**src/rtl/lcdf_pkg.sv**
```systemverilog
package lcdf_pkg;

    typedef enum logic [1:0] {
        ST_IDLE   = 2'd0,
        ST_SHIFT  = 2'd1,
        ST_FETCH  = 2'd2,
        ST_SETTLE = 2'd3
    } lcdf_state_e;

    typedef enum logic [1:0] {
        PK_SYNC = 2'd0,
        PK_HI   = 2'd1,
        PK_LO   = 2'd2
    } pack_sel_e;

    localparam logic [1:0] KIND_INSTR = 2'b00;
    localparam logic [7:0] CMD_CLEAR  = 8'h01;

endpackage

```
**src/rtl/lcdf_nibble_pack.sv**
```systemverilog
module lcdf_nibble_pack
    import lcdf_pkg::*;
(
    input  pack_sel_e   sel,
    input  logic        rs,
    input  logic [7:0]  src,
    output logic [7:0]  wbyte
);

    always_comb begin
        case (sel)
            PK_SYNC: wbyte = {5'b11111, 1'b0, rs, 1'b0};
            PK_HI:   wbyte = {src[7:4], 4'b0000};
            default: wbyte = {src[3:0], 4'b0000};
        endcase
    end

endmodule

```
**src/rtl/lcdf_settle_calc.sv**
```systemverilog
module lcdf_settle_calc
    import lcdf_pkg::*;
#(
    parameter int DELAY_W    = 16,
    parameter int MIN_WAIT   = 18,
    parameter int CLEAR_WAIT = 400
) (
    input  logic [1:0]         kind,
    input  logic [7:0]         cmd,
    input  logic [DELAY_W-1:0] delay,
    output logic [DELAY_W-1:0] eff
);

    localparam logic [DELAY_W-1:0] FLOOR_GEN   = DELAY_W'(MIN_WAIT);
    localparam logic [DELAY_W-1:0] FLOOR_CLEAR = DELAY_W'(CLEAR_WAIT);

    logic [DELAY_W-1:0] floor_v;

    always_comb begin
        floor_v = (kind == KIND_INSTR && cmd == CMD_CLEAR) ? FLOOR_CLEAR : FLOOR_GEN;
        eff     = (delay > floor_v) ? delay : floor_v;
    end

endmodule

```
**src/rtl/lcdf_sclk_gen.sv**
```systemverilog
module lcdf_sclk_gen #(
    parameter int SCLK_HALF = 2
) (
    input  logic clk,
    input  logic rst_n,
    input  logic run,
    output logic sclk,
    output logic fall_evt
);

    localparam int DIV_W = (SCLK_HALF > 1) ? $clog2(SCLK_HALF) : 1;
    localparam logic [DIV_W-1:0] CNT_LAST = DIV_W'(SCLK_HALF - 1);

    typedef struct packed {
        logic [DIV_W-1:0] cnt;
        logic             sclk;
    } gen_t;

    gen_t g_d, g_q;
    logic phase_end;

    always_comb begin
        g_d       = g_q;
        phase_end = run && (g_q.cnt == CNT_LAST);
        if (!run) begin
            g_d.cnt  = '0;
            g_d.sclk = 1'b0;
        end else if (phase_end) begin
            g_d.cnt  = '0;
            g_d.sclk = ~g_q.sclk;
        end else begin
            g_d.cnt  = g_q.cnt + DIV_W'(1);
        end
    end

    always_ff @(posedge clk or negedge rst_n) begin
        if (!rst_n) g_q <= '0;
        else        g_q <= g_d;
    end

    assign sclk     = g_q.sclk;
    assign fall_evt = phase_end && g_q.sclk;

endmodule

```
**src/rtl/lcd_serial_framer.sv**
```systemverilog
module lcd_serial_framer
    import lcdf_pkg::*;
#(
    parameter int SCLK_HALF  = 2,
    parameter int BURST_LEN  = 16,
    parameter int DELAY_W    = 16,
    parameter int MIN_WAIT   = 18,
    parameter int CLEAR_WAIT = 400
) (
    input  logic               clk,
    input  logic               rst_n,
    input  logic               req_valid,
    output logic               req_ready,
    input  logic [1:0]         req_kind,
    input  logic [7:0]         req_byte,
    input  logic [DELAY_W-1:0] req_delay,
    input  logic               strm_valid,
    output logic               strm_ready,
    input  logic [7:0]         strm_byte,
    output logic               lcd_cs,
    output logic               lcd_sclk,
    output logic               lcd_sdo,
    output logic               done
);

    localparam int WI_LAST_BURST = 2 * BURST_LEN;
    localparam int WI_W          = $clog2(WI_LAST_BURST + 1);

    typedef struct packed {
        lcdf_state_e        st;
        logic               burst;
        logic               rs;
        logic [7:0]         dbyte;
        logic [7:0]         shreg;
        logic [2:0]         bitn;
        logic [WI_W-1:0]    widx;
        logic [DELAY_W-1:0] wait_cnt;
        logic               cs;
        logic               sdo;
        logic               done;
    } regs_t;

    regs_t r_d, r_q;

    logic               fall_evt;
    logic [DELAY_W-1:0] eff_delay;
    logic [7:0]         sync_byte;
    logic [7:0]         pk_byte;
    logic [7:0]         pk_src;
    pack_sel_e          pk_sel;
    logic [WI_W-1:0]    nxt_idx;
    logic [WI_W-1:0]    last_idx;

    lcdf_sclk_gen #(.SCLK_HALF(SCLK_HALF)) u_sclk (
        .clk      (clk),
        .rst_n    (rst_n),
        .run      (r_q.st == ST_SHIFT),
        .sclk     (lcd_sclk),
        .fall_evt (fall_evt)
    );

    lcdf_settle_calc #(
        .DELAY_W    (DELAY_W),
        .MIN_WAIT   (MIN_WAIT),
        .CLEAR_WAIT (CLEAR_WAIT)
    ) u_settle (
        .kind  (req_kind),
        .cmd   (req_byte),
        .delay (req_delay),
        .eff   (eff_delay)
    );

    lcdf_nibble_pack u_sync_pack (
        .sel   (PK_SYNC),
        .rs    (req_kind[1] | req_kind[0]),
        .src   (req_byte),
        .wbyte (sync_byte)
    );

    lcdf_nibble_pack u_data_pack (
        .sel   (pk_sel),
        .rs    (r_q.rs),
        .src   (pk_src),
        .wbyte (pk_byte)
    );

    // Wire byte index: 0 is the sync byte, odd indices carry high nibbles.
    always_comb begin
        nxt_idx  = r_q.widx + WI_W'(1);
        last_idx = r_q.burst ? WI_W'(WI_LAST_BURST) : WI_W'(2);
        pk_src   = (r_q.st == ST_FETCH) ? strm_byte : r_q.dbyte;
        pk_sel   = (r_q.st == ST_FETCH || nxt_idx[0]) ? PK_HI : PK_LO;
    end

    always_comb begin
        r_d      = r_q;
        r_d.done = 1'b0;
        case (r_q.st)
            ST_IDLE: begin
                if (req_valid) begin
                    r_d.st       = ST_SHIFT;
                    r_d.burst    = req_kind[1];
                    r_d.rs       = req_kind[1] | req_kind[0];
                    r_d.dbyte    = req_byte;
                    r_d.shreg    = sync_byte;
                    r_d.bitn     = '0;
                    r_d.widx     = '0;
                    r_d.wait_cnt = eff_delay;
                end
            end
            ST_SHIFT: begin
                if (fall_evt) begin
                    if (r_q.bitn == 3'd7) begin
                        r_d.bitn = '0;
                        if (r_q.widx == last_idx) begin
                            r_d.st = ST_SETTLE;
                        end else if (r_q.burst && nxt_idx[0]) begin
                            r_d.st   = ST_FETCH;
                            r_d.widx = nxt_idx;
                        end else begin
                            r_d.shreg = pk_byte;
                            r_d.widx  = nxt_idx;
                        end
                    end else begin
                        r_d.shreg = {r_q.shreg[6:0], 1'b0};
                        r_d.bitn  = r_q.bitn + 3'd1;
                    end
                end
            end
            ST_FETCH: begin
                if (strm_valid) begin
                    r_d.dbyte = strm_byte;
                    r_d.shreg = pk_byte;
                    r_d.st    = ST_SHIFT;
                end
            end
            default: begin
                if (r_q.wait_cnt == '0) begin
                    r_d.st   = ST_IDLE;
                    r_d.done = 1'b1;
                end else begin
                    r_d.wait_cnt = r_q.wait_cnt - DELAY_W'(1);
                end
            end
        endcase
        r_d.cs  = (r_d.st == ST_SHIFT) || (r_d.st == ST_FETCH);
        r_d.sdo = (r_d.st == ST_SHIFT) ? r_d.shreg[7] : 1'b0;
    end

    always_ff @(posedge clk or negedge rst_n) begin
        if (!rst_n) r_q <= '0;
        else        r_q <= r_d;
    end

    assign req_ready  = (r_q.st == ST_IDLE);
    assign strm_ready = (r_q.st == ST_FETCH);
    assign lcd_cs     = r_q.cs;
    assign lcd_sdo    = r_q.sdo;
    assign done       = r_q.done;

endmodule

```
**config.mk**
```make
export PLATFORM = sky130hd
export DESIGN_NAME = lcd_serial_framer
export DESIGN_NICKNAME = d
export VERILOG_FILES = /design/src/rtl/lcdf_pkg.sv /design/src/rtl/lcdf_nibble_pack.sv /design/src/rtl/lcdf_settle_calc.sv /design/src/rtl/lcdf_sclk_gen.sv /design/src/rtl/lcd_serial_framer.sv
export SDC_FILE = /design/constraint.sdc
export NUM_CORES = 1
export LEC_CHECK = 0
export CAP_MARGIN = 15
export CORE_UTILIZATION = 30
export DETAILED_ROUTE_END_ITERATION = 10
export PLACE_DENSITY_LB_ADDON = 0.1
export RECOVER_POWER = 25
export SYNTH_ARGS = -nofsm -noshare
export SYNTH_HDL_FRONTEND = slang
export SYNTH_SLANG_ARGS = --single-unit
export TNS_END_PERCENT = 30
```
**constraint.sdc**
```tcl
create_clock -name clk -period 3.85 [get_ports clk]
set_clock_uncertainty 0.2 [all_clocks]
set_input_delay 1.155 -clock clk [delete_from_list [all_inputs] [get_ports clk]]
set_output_delay 1.155 -clock clk [all_outputs]
set_load 0.01 [all_outputs]
```
# Yosys cells after proc, flatten, opt, wreduce, memory -nomap -nowiden
# Index checks and enable logic that the tools add are counted.
word_totals:
  output_inout_bits: 6
  regBits: 50
  elab_cells: 92
  inputBits: 38
classes:
  order_cmp: 1
  add_sub_neg: 4
  n_reduce_logical: 21
  n_eq_ne: 17
  muxes: 32
  n_bitwise: 3
op_table:
  columns: ["op", "count"]
  rows:
  - ["two-way mux 16 bit", 3]
  - ["two-way mux 45 bit", 1]
  - ["one-hot mux 16 bit (2 select lines)", 1]
  - ["one-hot mux 8 bit (2 select lines)", 2]
  - ["two-way mux 8 bit", 3]
  - ["one-hot mux 8 bit (3 select lines)", 1]
  - ["two-way mux 6 bit", 3]
  - ["one-hot mux 9 bit (2 select lines)", 1]
  - ["two-way mux 17 bit", 1]
  - ["greater-than comparator 16 bit", 1]
  - ["zero test 16 bit", 1]
  - ["two-way mux 2 bit", 8]
  - ["subtractor 16 x 1 -> 16 bit, second input constant", 1]
  - ["!= test 2 bit, second input constant", 7]
  - ["two-way mux 11 bit", 1]
  - ["two-way mux 9 bit", 1]
  - ["AND reduction 3 bit", 3]
  - ["== test 8 x 1 -> 1 bit, second input constant", 1]
  - ["adder 6 x 1 -> 6 bit, second input constant", 1]
  - ["== test 2 x 1 -> 1 bit, second input constant", 3]
  - ["== test 6 bit", 1]
  - ["zero test 2 bit", 3]
  - ["!= test 3 bit, second input constant", 2]
  - ["one-hot mux 2 bit (3 select lines)", 1]
  - ["16 further kinds", 27]

# Depth between registers and ports, before layout
# Gate-level depths: netlist of run 1.
logic_depth:
  word_depth: 11
  mapped_depth: 10
  mapped_depth_nobuf: 9

# Hierarchy
# Synthesis of run 1 repeated with hierarchy kept, for this count alone.
unflattened:
  hier_cells: 413
  hier_area_um2: 3578.4
by_module_without_submodules:
  columns: ["module", "cells_each", "instances", "seq_area_each_um2", "area_per_inst_um2"]
  rows:
  - ["lcd_serial_framer", 340, 1, 1201.2, 3054.2]
  - ["lcdf_settle_calc", 39, 1, 0.0, 257.7]
  - ["lcdf_nibble_pack", 14, 2, 0.0, 92.6]
  - ["lcdf_sclk_gen", 6, 1, 50.0, 81.3]

# Worst setup path before layout of run 1
# No wires, ideal clock.
synth_path:
  kind: "in2reg"
  start: "input req_byte[3]"
  end: "register r_q[14] (netlist bit)"
  setup_ns: 0.142
  required_time_ns: 3.508
  setup_slack_ns: 0.283
  cell_stages: 9
  t_arrival_ns: 3.225
  path_buffers: 0
  path_cell_list: "nor4b_1 -> and4_1 -> inv_1 -> ha_1 -> and3_1 -> a221o_1 -> o22ai_1 -> nand2b_1 -> o221ai_1"
synth_between:
  elab_chain_cells: 7
synth_lines:
  columns: ["element", "line", "rtl"]
  rows:
  - ["start, declared", "lcd_serial_framer.sv:15", "input logic [7:0] req_byte,"]
  - ["== test 8 x 1 -> 1 bit", "lcdf_settle_calc.sv:20", "floor_v = (kind == KIND_INSTR && cmd == CMD_CLEAR) ? FLOOR_CLEAR : FLOOR_GEN;"]
  - ["logical AND 1 bit", "lcdf_settle_calc.sv:20", null]
  - ["two-way mux 9 bit", "lcdf_settle_calc.sv:20", null]
  - ["greater-than comparator 16 bit", "lcdf_settle_calc.sv:21", "eff = (delay > floor_v) ? delay : floor_v;"]
  - ["two-way mux 16 bit", "lcdf_settle_calc.sv:21", null]
  - ["two-way mux 45 bit", "lcd_serial_framer.sv:100", "if (req_valid) begin"]
  - ["one-hot mux 16 bit (2 select lines)", "lcd_serial_framer.sv:98", "case (r_q.st)"]
  - ["end signal, assigned", "lcd_serial_framer.sv:152", "else r_q <= r_d;"]
  - ["end, declared", "lcd_serial_framer.sv:43", "regs_t r_d, r_q;"]
# No other way between the ends. The select of a mux whose other input is x is not followed.
# A chain may end at the register's enable or synchronous reset.

# Final worst setup path of run 1
layout_path:
  start: "input req_byte[2]"
  end: "register r_q[4] (netlist bit)"
layout_between:
  elab_chain_cells: 7
layout_lines:
  columns: ["element", "line"]
  rows:
  - ["== test 8 x 1 -> 1 bit (*)", "lcdf_settle_calc.sv:20"]
  - ["logical AND 1 bit (*)", "lcdf_settle_calc.sv:20"]
  - ["two-way mux 9 bit (*)", "lcdf_settle_calc.sv:20"]
  - ["greater-than comparator 16 bit", "lcdf_settle_calc.sv:21"]
  - ["two-way mux 16 bit (*)", "lcdf_settle_calc.sv:21"]
  - ["two-way mux 45 bit (*)", "lcd_serial_framer.sv:100"]
  - ["one-hot mux 16 bit (2 select lines) (*)", "lcd_serial_framer.sv:98"]
# Every way passes the cells marked *; elsewhere a longest branch is shown, timed or not. The select of a mux whose other input is x is not followed.

==> results.tsv, run 1 <==
stage	metric	value	unit
run_status	status	finished clean	
global_route	Tot GR Track Use	16.35	%
global_route	initial antenna violation count	0	
clocking	CTS tree	done	
critical_path	CP arrival	3.70	ns
min_path	hold crit path type	reg2reg	
final_layout	# diodes	0	
critical_path	crit start category	input pin	
timing	setup TNS	0	ns
final_layout	Layout Nets	453	
final_layout	layout cells sized above 1	9.429	%
pwr	pwr dens	261.4	mW/mm^2
routing	DRT Pass-1 Iters	4	
yosys	synthesized area per cell	8.669	um^2
critical_path	Crit path required time	3.83	ns
clocking	TritonCTS buffer count	5	
critical_path	reg2reg end	r_q[13]$_DFFE_PN0P_	
timing	Slew @ Worst Pin	1.280	ns
timing	post-route clock period utilization	96.52	%
yosys	post-synthesis cell type count	61	
place	Inst Count DP	528	
job	max-cap violations	0	
floorplanning	# IOs	44	
timing	Fin. Hold Viols	0	
timing	Fmax	0.2691	GHz
pwr	LEAKAGE	1.590	nW
yosys	Syn. warnings	0	
global_route	largest net degree at the start of global routing	49	
yosys	Synth area leader	dfrtp_1	
routing	final WL	8.697	mm
floorplanning	Starting Density	31.52	%
clocking	clock tree sinks	48	
place	hpwl dp	6.295	mm
clocking	clk slew on worst S/H paths	0.10	ns
critical_path	R2R cell count	7	
critical_path	crit path kind	in2reg	
min_path	Worst Hold Launch	r_q[27]$_DFFE_PN0P_	
min_path	Hold Path Depth	2	
floorplanning	row count	36	
yosys	ys async rst share	100.0	%
yosys	share of the synthesized area in the top cell type	38.28	%
pwr	overall power	0.001010	W
place	DP Worst Slack	-0.2979	ns
yosys	Post-synth EDFFs	0	
floorplanning	die area	0.01087	mm^2
global_route	Congestion Overflow GR	0	
routing	DRC viols	0	
clocking	Post-CTS Setup Bufs	0	
min_path	Hold EP	r_q[27]$_DFFE_PN0P_	
floorplanning	Die W	104.3	um
timing	fin crit period	3.716	ns
critical_path	Crit. End Element	flip-flop	
clocking	CTS Root Cell	clkbuf_8	
timing	final number of setup-violating endpoints	0	
place	port bufs	43	
place	GP Congestion	0.7868	
routing	WL per Instance	16.23	um
yosys	Top FF cell, synth	dfrtp_1	
yosys	cell count after synthesis	362	
timing	post-route setup slack	0.1340	ns
timing	Slew Viols, Final	0	
timing	RSZ-0062 raised after global routing	false	
routing	1st-iter DRT viols	143	
routing	total number of vias	2944	
global_route	first-pass GRT wire length	14.28	mm
yosys	Seq cells post-synth	48	
final_layout	area delta synth->final	23.13	%
global_route	vias in the first global route	2855	
routing	post-route ant nets	0	
timing	Rel. slew slack	14.65	%
yosys	dominant cells by area after synthesis	dfrtp_1, ha_1, nand2_1	
clocking	insertion delay to the later sink of the worst-skew pair	0.30	ns
yosys	Post-Synthesis Cell Area	0.003138	mm^2
clocking	H-tree depth	2	
floorplanning	CORE AREA	0.009955	mm^2
routing	vias per cell	5.493	
pwr	Worst VDD drop	144.4	uV
critical_path	r2r setup slk	0.72	ns
final_layout	Final Non-Filler Cells	536	
floorplanning	Chip Height	104.3	um
final_layout	fillcell total	1025	
critical_path	largest fanout on the critical path	5	
yosys	post-synthesis sequential area ratio	38.28	%
yosys	Mapped Nets	413	
critical_path	worst r2r src	r_q[3]$_DFFE_PN0P_	
clocking	Max Root-Sink Buffers	2	
timing	WHS	0.2971	ns
-- stage by stage --
step	utilization [%]	area, um^2
global route	38.81	3864
floorplan	-	3138
finish	38.81	3864
CTS	38.69	3851
global placement	37.42	3725
detailed placement	37.42	3725
-- report_power, final --
part	internal [W]	leakage, nW	switching, W
Clock	0.000230	0.0645	0.000185
Sequential	0.000509	0.588	0.00000251
Combinational	0.0000476	0.938	0.0000364
-- per-layer routing --
metal	wire (um)	up-vias	track usage [%]
met3	250	10	2.694
met2	4286	61	27.77
met4	107	0	4.490
met5	0	-	0
met1	4052	1452	21.32
li1	-	1421	-
-- timing repair --
item | in CTS | in global routing
hold buffers | 0 | 0
endpoints found under the setup margin | 0 | 9
resized for setup | 0 | 3
-- state kept, by name, summed over array words and instances (netlist names) --
| register | flops |
|---|---|
| lcd_cs | 1 |
| lcd_sdo | 1 |
| done | 1 |
| u_sclk.sclk | 1 |
| r_q | 43 |
| u_sclk.g_q | 1 |
-- synth_stat cells (3+ instances only) --
library cell	instances
a21boi_0	3
a21boi_2	3
a21o_1	5
a21oi_1	18
a221o_1	3
a22oi_1	6
a31oi_1	6
and2_1	4
and3_1	5
clkbuf_1	17
dfrtp_1	48
ha_1	13
inv_1	17
mux2i_1	9
nand2_1	39
nand2b_1	5
nand3_1	10
nand4_1	3
nor2_1	37
nor2b_1	5
nor3_1	8
nor4_1	4
nor4b_1	3
o21ai_0	18
o221ai_1	7
o22ai_1	4
o2bb2ai_1	4
o31ai_1	6
o41ai_1	4
or3_1	3
or4_1	5
-- critical path: stages --
cell and delay, ns:
clkdlybuf4s50_1 0.43, nor4b_2 0.30, and4_1 0.27, inv_1 0.10
ha_1 0.32, and3_1 0.19, a221o_1 0.31, o22ai_2 0.14
buf_4 0.17, mux2i_1 0.18, o221ai_1 0.11
-- how the worst max path moves through the flow --
| stage | from | slack [ns] | endpoint |
|---|---|---|---|
| detailed placement | req_byte[3] | -0.30 | r_q[14]$_DFFE_PN0P_ |
| floorplan | req_byte[3] | 0.28 | r_q[14]$_DFFE_PN0P_ |
| global placement | req_byte[3] | -0.12 | r_q[14]$_DFFE_PN0P_ |
| global route | req_byte[2] | 0.01 | r_q[4]$_DFFE_PN0P_ |
| CTS | req_byte[3] | 0.04 | r_q[4]$_DFFE_PN0P_ |
| finish | req_byte[2] | 0.13 | r_q[4]$_DFFE_PN0P_ |
-- cell type report --
cell class / count / area (um^2) / area share (%)
clock buffers: 7 / 96.34 / 2.494
clock inverters: 1 / 30.03 / 0.7772
inverters: 17 / 63.81 / 1.652
multi-input cells: 275 / 1793 / 46.41
flip-flops and latches: 48 / 1201 / 31.09
well taps: 133 / 166.4 / 4.307
repair buffers: 55 / 513.0 / 13.28
-- cells in the final DEF (no fill, tap or decap), types with 8 or more instances in the layout --
cell             netlist  routed
a21oi_1               18      18
buf_4                  1      11
clkdlybuf4s50_1        0      42
dfrtp_1               48      48
ha_1                  13      13
inv_1                 17      17
mux2i_1                9       9
nand2_1               39      39
nand3_1               10      10
nor2_1                37      37
nor3_1                 8       8
o21ai_0               18      18
-- logic make-up (layout without fill, tap and decap cells) --
kind of cell,Yosys count,count (layout),share of synthesized area [%]
buffers and inverters,39,80,5.064
adders and majority gates,13,13,5.184
and+or+nand+nor,143,143,22.97
AOI/OAI and AO/OA,107,107,24.64
muxes,11,11,3.589
DFF,48,48,38.28
xor gates and xnor gates,1,1,0.2792
(Power assumes the default switching activity.)
==> inputs of run 2 (changes only) <==
--- a/config.mk
+++ b/config.mk
@@ -6,11 +6,14 @@
 export NUM_CORES = 1
 export LEC_CHECK = 0
 export CAP_MARGIN = 15
+export CELL_PAD_IN_SITES_DETAIL_PLACEMENT = 1
+export CELL_PAD_IN_SITES_GLOBAL_PLACEMENT = 2
 export CORE_UTILIZATION = 30
 export DETAILED_ROUTE_END_ITERATION = 10
 export PLACE_DENSITY_LB_ADDON = 0.1
 export RECOVER_POWER = 25
 export SYNTH_ARGS = -nofsm -noshare
 export SYNTH_HDL_FRONTEND = slang
+export SYNTH_HIERARCHICAL = 1
 export SYNTH_SLANG_ARGS = --single-unit
 export TNS_END_PERCENT = 30
==> run 2 against run 1 <==
  * The flow now finishes with violations (DRC)
  * Sequential power grew 4.5%
  * Core utilization grew 0.34 points
  * Combinational power grew 48%
  * Clock power grew 48%
  * Synthesized area grew 14%
  * Cell count grew 14%
  * Largest power group is now the clock network
==> results.tsv, run 2 <==
stage	metric	value	unit	change
yosys	ys async rst share	100.0	%	unchanged
pwr	overall power	0.001272	W	+26%
yosys	Seq cells post-synth	50		+4.2%
yosys	dominant cells by area after synthesis	dfrtp_1, ha_1, mux2_2		
routing	vias per cell	5.444		-0.89%
timing	post-route clock period utilization	96.79	%	+0.27 points
place	placed inst area	0.004243	mm^2	+14%
run_status	status	complete, but fails checks		
timing	fin crit period	3.727	ns	+0.01058 ns
floorplanning	Chip Height	111.2	um	+6.7%
timing	WHS	0.2891	ns	-0.008034 ns
critical_path	crit path cell chain	clkdlybuf4s50_1 > nor2_1 > and4_4 > inv_2 > ha_4 > nand3_2 > a21oi_2 > a211oi_2 > o21a_1 > or2_2 > nand2b_4 > mux2_2 > nor3_2 > a222oi_1		
critical_path	reg2reg end	r_q[11]$_DFFE_PN0P_		
final_layout	most common cell after layout, fill and taps aside	dfrtp_1		
timing	Fmax	0.2683	GHz	-0.28%
place	DP Worst Slack	-0.4937	ns	-0.1958 ns
critical_path	crit path kind	in2reg		
timing	RSZ-0062 raised after global routing	false		
global_route	vias in the first global route	3480		+22%
min_path	Worst Hold Launch	r_q[34]$_DFFE_PN0P_		
pwr	Worst VDD drop	147.7	uV	+2.3%
yosys	Synth area leader	dfrtp_1		
routing	1st-iter DRT viols	193		+35%
global_route	first-pass GRT wire length	18.40	mm	+29%
timing	Slew @ Worst Pin	1.079	ns	-0.2008 ns
timing	Rel. slew slack	28.03	%	+13 points
timing	post-route setup slack	0.1235	ns	-0.01058 ns
timing	Fin. Hold Viols	0		unchanged
critical_path	worst r2r src	r_q[3]$_DFFE_PN0P_		
yosys	Top FF cell, synth	dfrtp_1		
yosys	share of the synthesized area in the top cell type	34.97	%	-3.3 points
clocking	Max Root-Sink Buffers	2		unchanged
place	hpwl dp	8.212	mm	+30%
timing	Slew Viols, Final	0		unchanged
min_path	hold crit path type	reg2reg		
place	GP Congestion	0.8065		+2.5%
global_route	largest net degree at the start of global routing	23		-53%
critical_path	Crit. End Element	flip-flop		
final_layout	Layout Nets	518		+14%
clocking	H-tree depth	2		unchanged
final_layout	# diodes	0		unchanged
clocking	CTS Root Cell	clkbuf_16		
place	Inst Count DP	602		+14%
routing	total number of vias	3326		+13%
floorplanning	# IOs	44		unchanged
final_layout	Top reg by flops	r_q		
timing	final number of setup-violating endpoints	0		unchanged
global_route	Tot GR Track Use	18.81	%	+2.5 points
routing	WL per Instance	18.10	um	+12%
final_layout	most frequent cells in the layout	dfrtp_1, clkdlybuf4s50_1, nor2_1		
critical_path	r2r setup slk	0.82	ns	+0.10 ns
final_layout	max reg flops	45		+4.7%
critical_path	Crit path largest cell delay	0.45	ns	+0.02 ns
yosys	most common cell in the netlist	dfrtp_1		
pwr	pwr dens	282.1	mW/mm^2	+7.9%
critical_path	CP arrival	3.69	ns	about the same
job	max-cap violations	0		unchanged
routing	post-route ant nets	0		unchanged
critical_path	R2R cell count	7		unchanged
global_route	initial antenna violation count	0		unchanged
yosys	Post-synth EDFFs	0		unchanged
final_layout	Final Instance Area	0.004509	mm^2	+17%
floorplanning	die area	0.01237	mm^2	+14%
yosys	post-synthesis cell type count	69		+13%
global_route	Congestion Overflow GR	0		unchanged
floorplanning	CORE AREA	0.01152	mm^2	+16%
routing	final WL	11.06	mm	+27%
clocking	clk slew on worst S/H paths	0.07	ns	-0.03 ns
clocking	CTS tree	done		
floorplanning	Die W	111.2	um	+6.7%
critical_path	crit start category	input pin		
final_layout	layout cells sized above 1	15.81	%	+6.4 points
critical_path	largest fanout on the critical path	3		-2
floorplanning	row count	39		+8.3%
clocking	hold_buf cts	0		unchanged
final_layout	Final Non-Filler Cells	611		+14%
yosys	Syn. warnings	6		+6
yosys	cell count after synthesis	413		+14%
routing	DRC viols	4		+4
place	port bufs	43		unchanged
yosys	commonest cells in the netlist	dfrtp_1, nor2_1, inv_1, nand2_1, o21ai_0		
yosys	post-synthesis sequential area ratio	34.97	%	-3.3 points
critical_path	CP max-delay cell	clkdlybuf4s50_1		
yosys	Post-Synthesis Cell Area	0.003578	mm^2	+14%
final_layout	area delta synth->final	26.01	%	
routing	DRT Pass-1 Iters	9		+5
min_path	Hold Path Depth	2		unchanged
pwr	LEAKAGE	1.867	nW	+17%
clocking	TritonCTS buffer count	5		unchanged
run_status	failing checks	DRC		
yosys	synthesized area per cell	8.664	um^2	about the same
clocking	clock tree sinks	50		+4.2%
min_path	Hold EP	r_q[34]$_DFFE_PN0P_		
critical_path	CP top delay family	simple AND/OR/NAND/NOR gates		
critical_path	Crit path required time	3.82	ns	about the same
critical_path	Critical path buffers and inverters	2		-1
clocking	insertion delay to the later sink of the worst-skew pair	0.30	ns	about the same
floorplanning	Starting Density	31.07	%	-0.45 points
run 2: worst max path at each step:
stage | cells after the start | from | slack (ns) | end
after detailed placement | 14 | req_kind[1] | -0.49 | r_q[7]$_DFFE_PN0P_
after global placement | 14 | req_kind[1] | -0.42 | r_q[7]$_DFFE_PN0P_
final | 14 | req_byte[3] | 0.12 | r_q[7]$_DFFE_PN0P_
after global routing | 14 | req_byte[3] | 0.002 | r_q[7]$_DFFE_PN0P_
after CTS | 12 | req_byte[0] | 0.01 | r_q[11]$_DFFE_PN0P_
after floorplan | 14 | req_kind[1] | 0.07 | r_q[7]$_DFFE_PN0P_
run 2: power breakdown:
group / switching, W / internal, W / leakage, nW
sequential: 0.00000321 / 0.000532 / 0.609
clock: 0.000222 / 0.000391 / 0.0971
combinational: 0.0000561 / 0.0000676 / 1.16
total: 0.000282 / 0.000990 / 1.87
run 2: through the flow:
stage	TNS [ns]	util, %
floorplan	0	-
global placement	-1.860	36.84
detailed placement	-2.402	36.84
CTS	0	38.99
global route	0	39.16
finish	0	39.16
run 2: cell type report:
cell class	instances	area, um^2
Sequential cell	50	1251
Inverter	30	112.6
Clock inverter	2	60.06
Multi-Input combinational cell	313	2168
Timing Repair Buffer	67	599.3
Fill cell	1384	7007
Tap cell	143	178.9
Clock buffer	6	138.9
run 2: cells by family after synthesis:
logic type      Yosys count  synth area share, %
xor+xnor                  1               0.2448
compound gates          128                24.97
mux                      15                4.685
flops                    50                34.97
other cells               3               0.3147
buf+inv                  59                7.238
simple gates            144                23.04
fa+ha+maj                13                4.546
run 2: layer usage:
layer | vias to the layer above | track usage [%] | share of wire (%)
met5 | - | 0 | 0
met4 | 0 | 5.586 | 1.2
met3 | 9 | 2.734 | 2.5
met2 | 54 | 28.96 | 45
met1 | 1650 | 27.10 | 52
li1 | 1613 | - | -
run 2: what timing repair did:
| action | CTS | global route |
|---|---|---|
| endpoints found under the setup margin | 3 | 4 |
| resized for setup | 8 | 7 |
| buffers inserted | 1 | 0 |
| pin swaps | 1 | 4 |
run 2: tightest hold or removal path, delay by kind of cell, from the launching register on:
kind | cells | cell delay, ns
flops | 1 | 0.35
simple gates | 1 | 0.05
compound gates | 1 | 0.05
==> inputs of run 3 (changes only) <==
--- a/config.mk
+++ b/config.mk
@@ -8,6 +8,7 @@
 export CAP_MARGIN = 15
 export CELL_PAD_IN_SITES_DETAIL_PLACEMENT = 1
 export CELL_PAD_IN_SITES_GLOBAL_PLACEMENT = 2
+export CORE_MARGIN = 1.5
 export CORE_UTILIZATION = 30
 export DETAILED_ROUTE_END_ITERATION = 10
 export PLACE_DENSITY_LB_ADDON = 0.1
==> run 3 against run 2 <==
  * The run now ends clean
  * Core utilization down 0.34 points
  * Via count hardly changed
  * Flip-flop and latch count unchanged
  * Cell count rose by 0.16%
  * Final area down 0.86%
  * Global-route usage grew 0.14 points
  * Largest power group is now sequential cells
  * Power is 10% lower
  * Register-to-register slack worse by 0.04 ns
  * Non-clock buffer count grew 1
  * Critical endpoint unchanged
  * Critical path depth is 1 lower
  * Highest routed layer is now met5
  * Routed wire length up 1.6%
==> results.tsv, run 3 (synthesis results as in run 2) <==
stage	metric	value	unit	change
run_status	status	finished clean		
routing	final WL	11.24	mm	+1.6%
final_layout	Top reg by flops	r_q		
global_route	Congestion Overflow GR	0		unchanged
critical_path	Crit. End Element	flip-flop		
critical_path	R2R cell count	7		unchanged
timing	Fin. Hold Viols	0		unchanged
critical_path	crit start category	input pin		
critical_path	CP arrival	3.76	ns	+0.07 ns
pwr	pwr dens	256.0	mW/mm^2	-9.3%
global_route	first-pass GRT wire length	18.95	mm	+3.0%
pwr	Sw Share	24.80	%	+2.7 points
global_route	vias in the first global route	3500		+0.57%
pwr	logic gate share of total power	10.8	%	+1.1 points
pwr	NetSw	0.0002838	W	+0.76%
timing	Slew @ Worst Pin	1.016	ns	-0.06318 ns
timing	WHS	0.2836	ns	-0.005467 ns
final_layout	layout cells sized above 1	15.57	%	-0.25 points
routing	post-route ant nets	0		unchanged
critical_path	Crit path required time	3.82	ns	about the same
critical_path	reg2reg end	r_q[11]$_DFFE_PN0P_		
timing	Rel. slew slack	32.11	%	+4.1 points
min_path	hold crit path type	reg2reg		
clocking	clock tree sinks	50		unchanged
min_path	Worst Hold Launch	r_q[34]$_DFFE_PN0P_		
clocking	hold_buf cts	0		unchanged
place	GP Congestion	0.8152		+1.1%
floorplanning	die area	0.01259	mm^2	+1.8%
clocking	TritonCTS buffer count	5		unchanged
routing	DRC viols	0		-4
timing	fin crit period	3.788	ns	+0.06160 ns
pwr	sequential share of power	46.7	%	+4.7 points
critical_path	r2r setup slk	0.78	ns	-0.04 ns
critical_path	crit path kind	in2reg		
final_layout	Layout Nets	519		+0.19%
pwr	LEAKAGE	1.847	nW	-1.1%
routing	total number of vias	3325		-0.030%
clocking	CTS tree	done		
final_layout	most common cell after layout, fill and taps aside	dfrtp_1		
timing	Fmax	0.2640	GHz	-1.6%
floorplanning	Die W	112.2	um	+0.90%
clocking	insertion delay to the later sink of the worst-skew pair	0.30	ns	about the same
global_route	Tot GR Track Use	18.95	%	+0.14 points
timing	final number of setup-violating endpoints	0		unchanged
place	port bufs	43		unchanged
final_layout	# diodes	0		unchanged
clocking	clk slew on worst S/H paths	0.07	ns	about the same
pwr	Clk network pwr share	42.5	%	-5.7 points
final_layout	most frequent cells in the layout	dfrtp_1, clkdlybuf4s50_1, nor2_1		
final_layout	area delta synth->final	24.93	%	
clocking	CTS Root Cell	clkbuf_16		
timing	Slew Viols, Final	0		unchanged
routing	vias per cell	5.433		-0.19%
critical_path	largest fanout on the critical path	3		unchanged
floorplanning	CORE AREA	0.01152	mm^2	unchanged
pwr	Pint	0.0008605	W	-13%
final_layout	fin util	38.82	%	-0.34 points
global_route	initial antenna violation count	1		+1
critical_path	worst r2r src	r_q[3]$_DFFE_PN0P_		
routing	1st-iter DRT viols	166		-14%
routing	WL per Instance	18.36	um	+1.4%
place	hpwl dp	8.313	mm	+1.2%
timing	post-route clock period utilization	98.39	%	+1.6 points
pwr	Worst VDD drop	139.8	uV	-5.4%
floorplanning	Chip Height	112.2	um	+0.90%
floorplanning	row count	39		unchanged
job	max-cap violations	0		unchanged
routing	DRT Pass-1 Iters	7		-2
min_path	Hold EP	r_q[34]$_DFFE_PN0P_		
global_route	largest net degree at the start of global routing	23		unchanged
min_path	Hold Path Depth	2		unchanged
floorplanning	Starting Density	31.07	%	unchanged
floorplanning	# IOs	44		unchanged
clocking	Max Root-Sink Buffers	2		unchanged
clocking	H-tree depth	2		unchanged
final_layout	max reg flops	45		unchanged
-- run 3: cell count changes in the layout (fill, tap and decap cells not counted), sizes merged --
cell           change
buf                +1
bufinv             -2
clkdlybuf4s15      +1
clkinvlp           +1
dlygate4sd2        -1
inv                +1
-- run 3: area by class of cell --
class	count	area, um^2
multi-input cells	313	2165
inverters	30	112.6
clock inverters	2	16.27
flip-flops and latches	50	1251
clock buffers	6	138.9
repair buffers	68	608.1
well taps	143	178.9
fillers	1374	7046
-- run 3: power groups by stage --
stage               logic (W)  clock network, W  registers [W]
floorplan           0.0000487                 0       0.000545
global placement     0.000118                 0       0.000545
detailed placement   0.000120                 0       0.000545
CTS                  0.000122          0.000503       0.000535
global route         0.000137          0.000518       0.000536
finish               0.000124          0.000486       0.000535
-- run 3: what timing repair did --
item,4_1_cts,5_1_grt
endpoints found under the setup margin,3,5
resized for setup,7,8
pin swaps,1,2
buffers inserted,1,0
-- run 3: worst max-delay path, stage by stage --
cell and delay, ns:
clkdlybuf4s50_1 0.46, nor2_1 0.16, and4_4 0.24, inv_2 0.07
buf_4 0.14, ha_1 0.30, nor4b_2 0.17, o21a_1 0.17
or2_2 0.26, nand2b_1 0.15, mux2_2 0.28, nor3_2 0.10
a222oi_1 0.10
-- run 3: how the worst max path moves through the flow --
stage                      startpoint                  to  slack, ns  cells after the start
final                     req_byte[7]  r_q[7]$_DFFE_PN0P_       0.06                     13
after global placement    req_kind[1]  r_q[7]$_DFFE_PN0P_      -0.42                     14
after global routing      req_byte[7]  r_q[7]$_DFFE_PN0P_      -0.04                     13
after floorplan           req_kind[1]  r_q[7]$_DFFE_PN0P_       0.07                     14
after CTS                 req_byte[0]  r_q[7]$_DFFE_PN0P_      0.004                     14
after detailed placement  req_kind[1]  r_q[7]$_DFFE_PN0P_      -0.47                     14
-- run 3: per-layer routing --
layer	share of wire (%)	vias up	global-route usage (%)
met5	0.12	-	0
met4	1.4	2	4.979
met3	3.6	13	3.240
met2	45	68	29.49
met1	50	1633	27.31
li1	-	1609	-
-- run 3: stage by stage --
step	power, W	setup WS (ns)	cell area (um^2)	setup TNS, ns	cells
floorplan	0.0005934	0.06698	3612	0	422
global placement	0.0006636	-0.4173	4250	-1.751	603
detailed placement	0.0006657	-0.4695	4250	-2.157	603
CTS	0.001160	0.004309	4447	0	612
global route	0.001191	-0.04048	4471	-0.04048	612
finish	0.001144	0.06185	4471	0	612
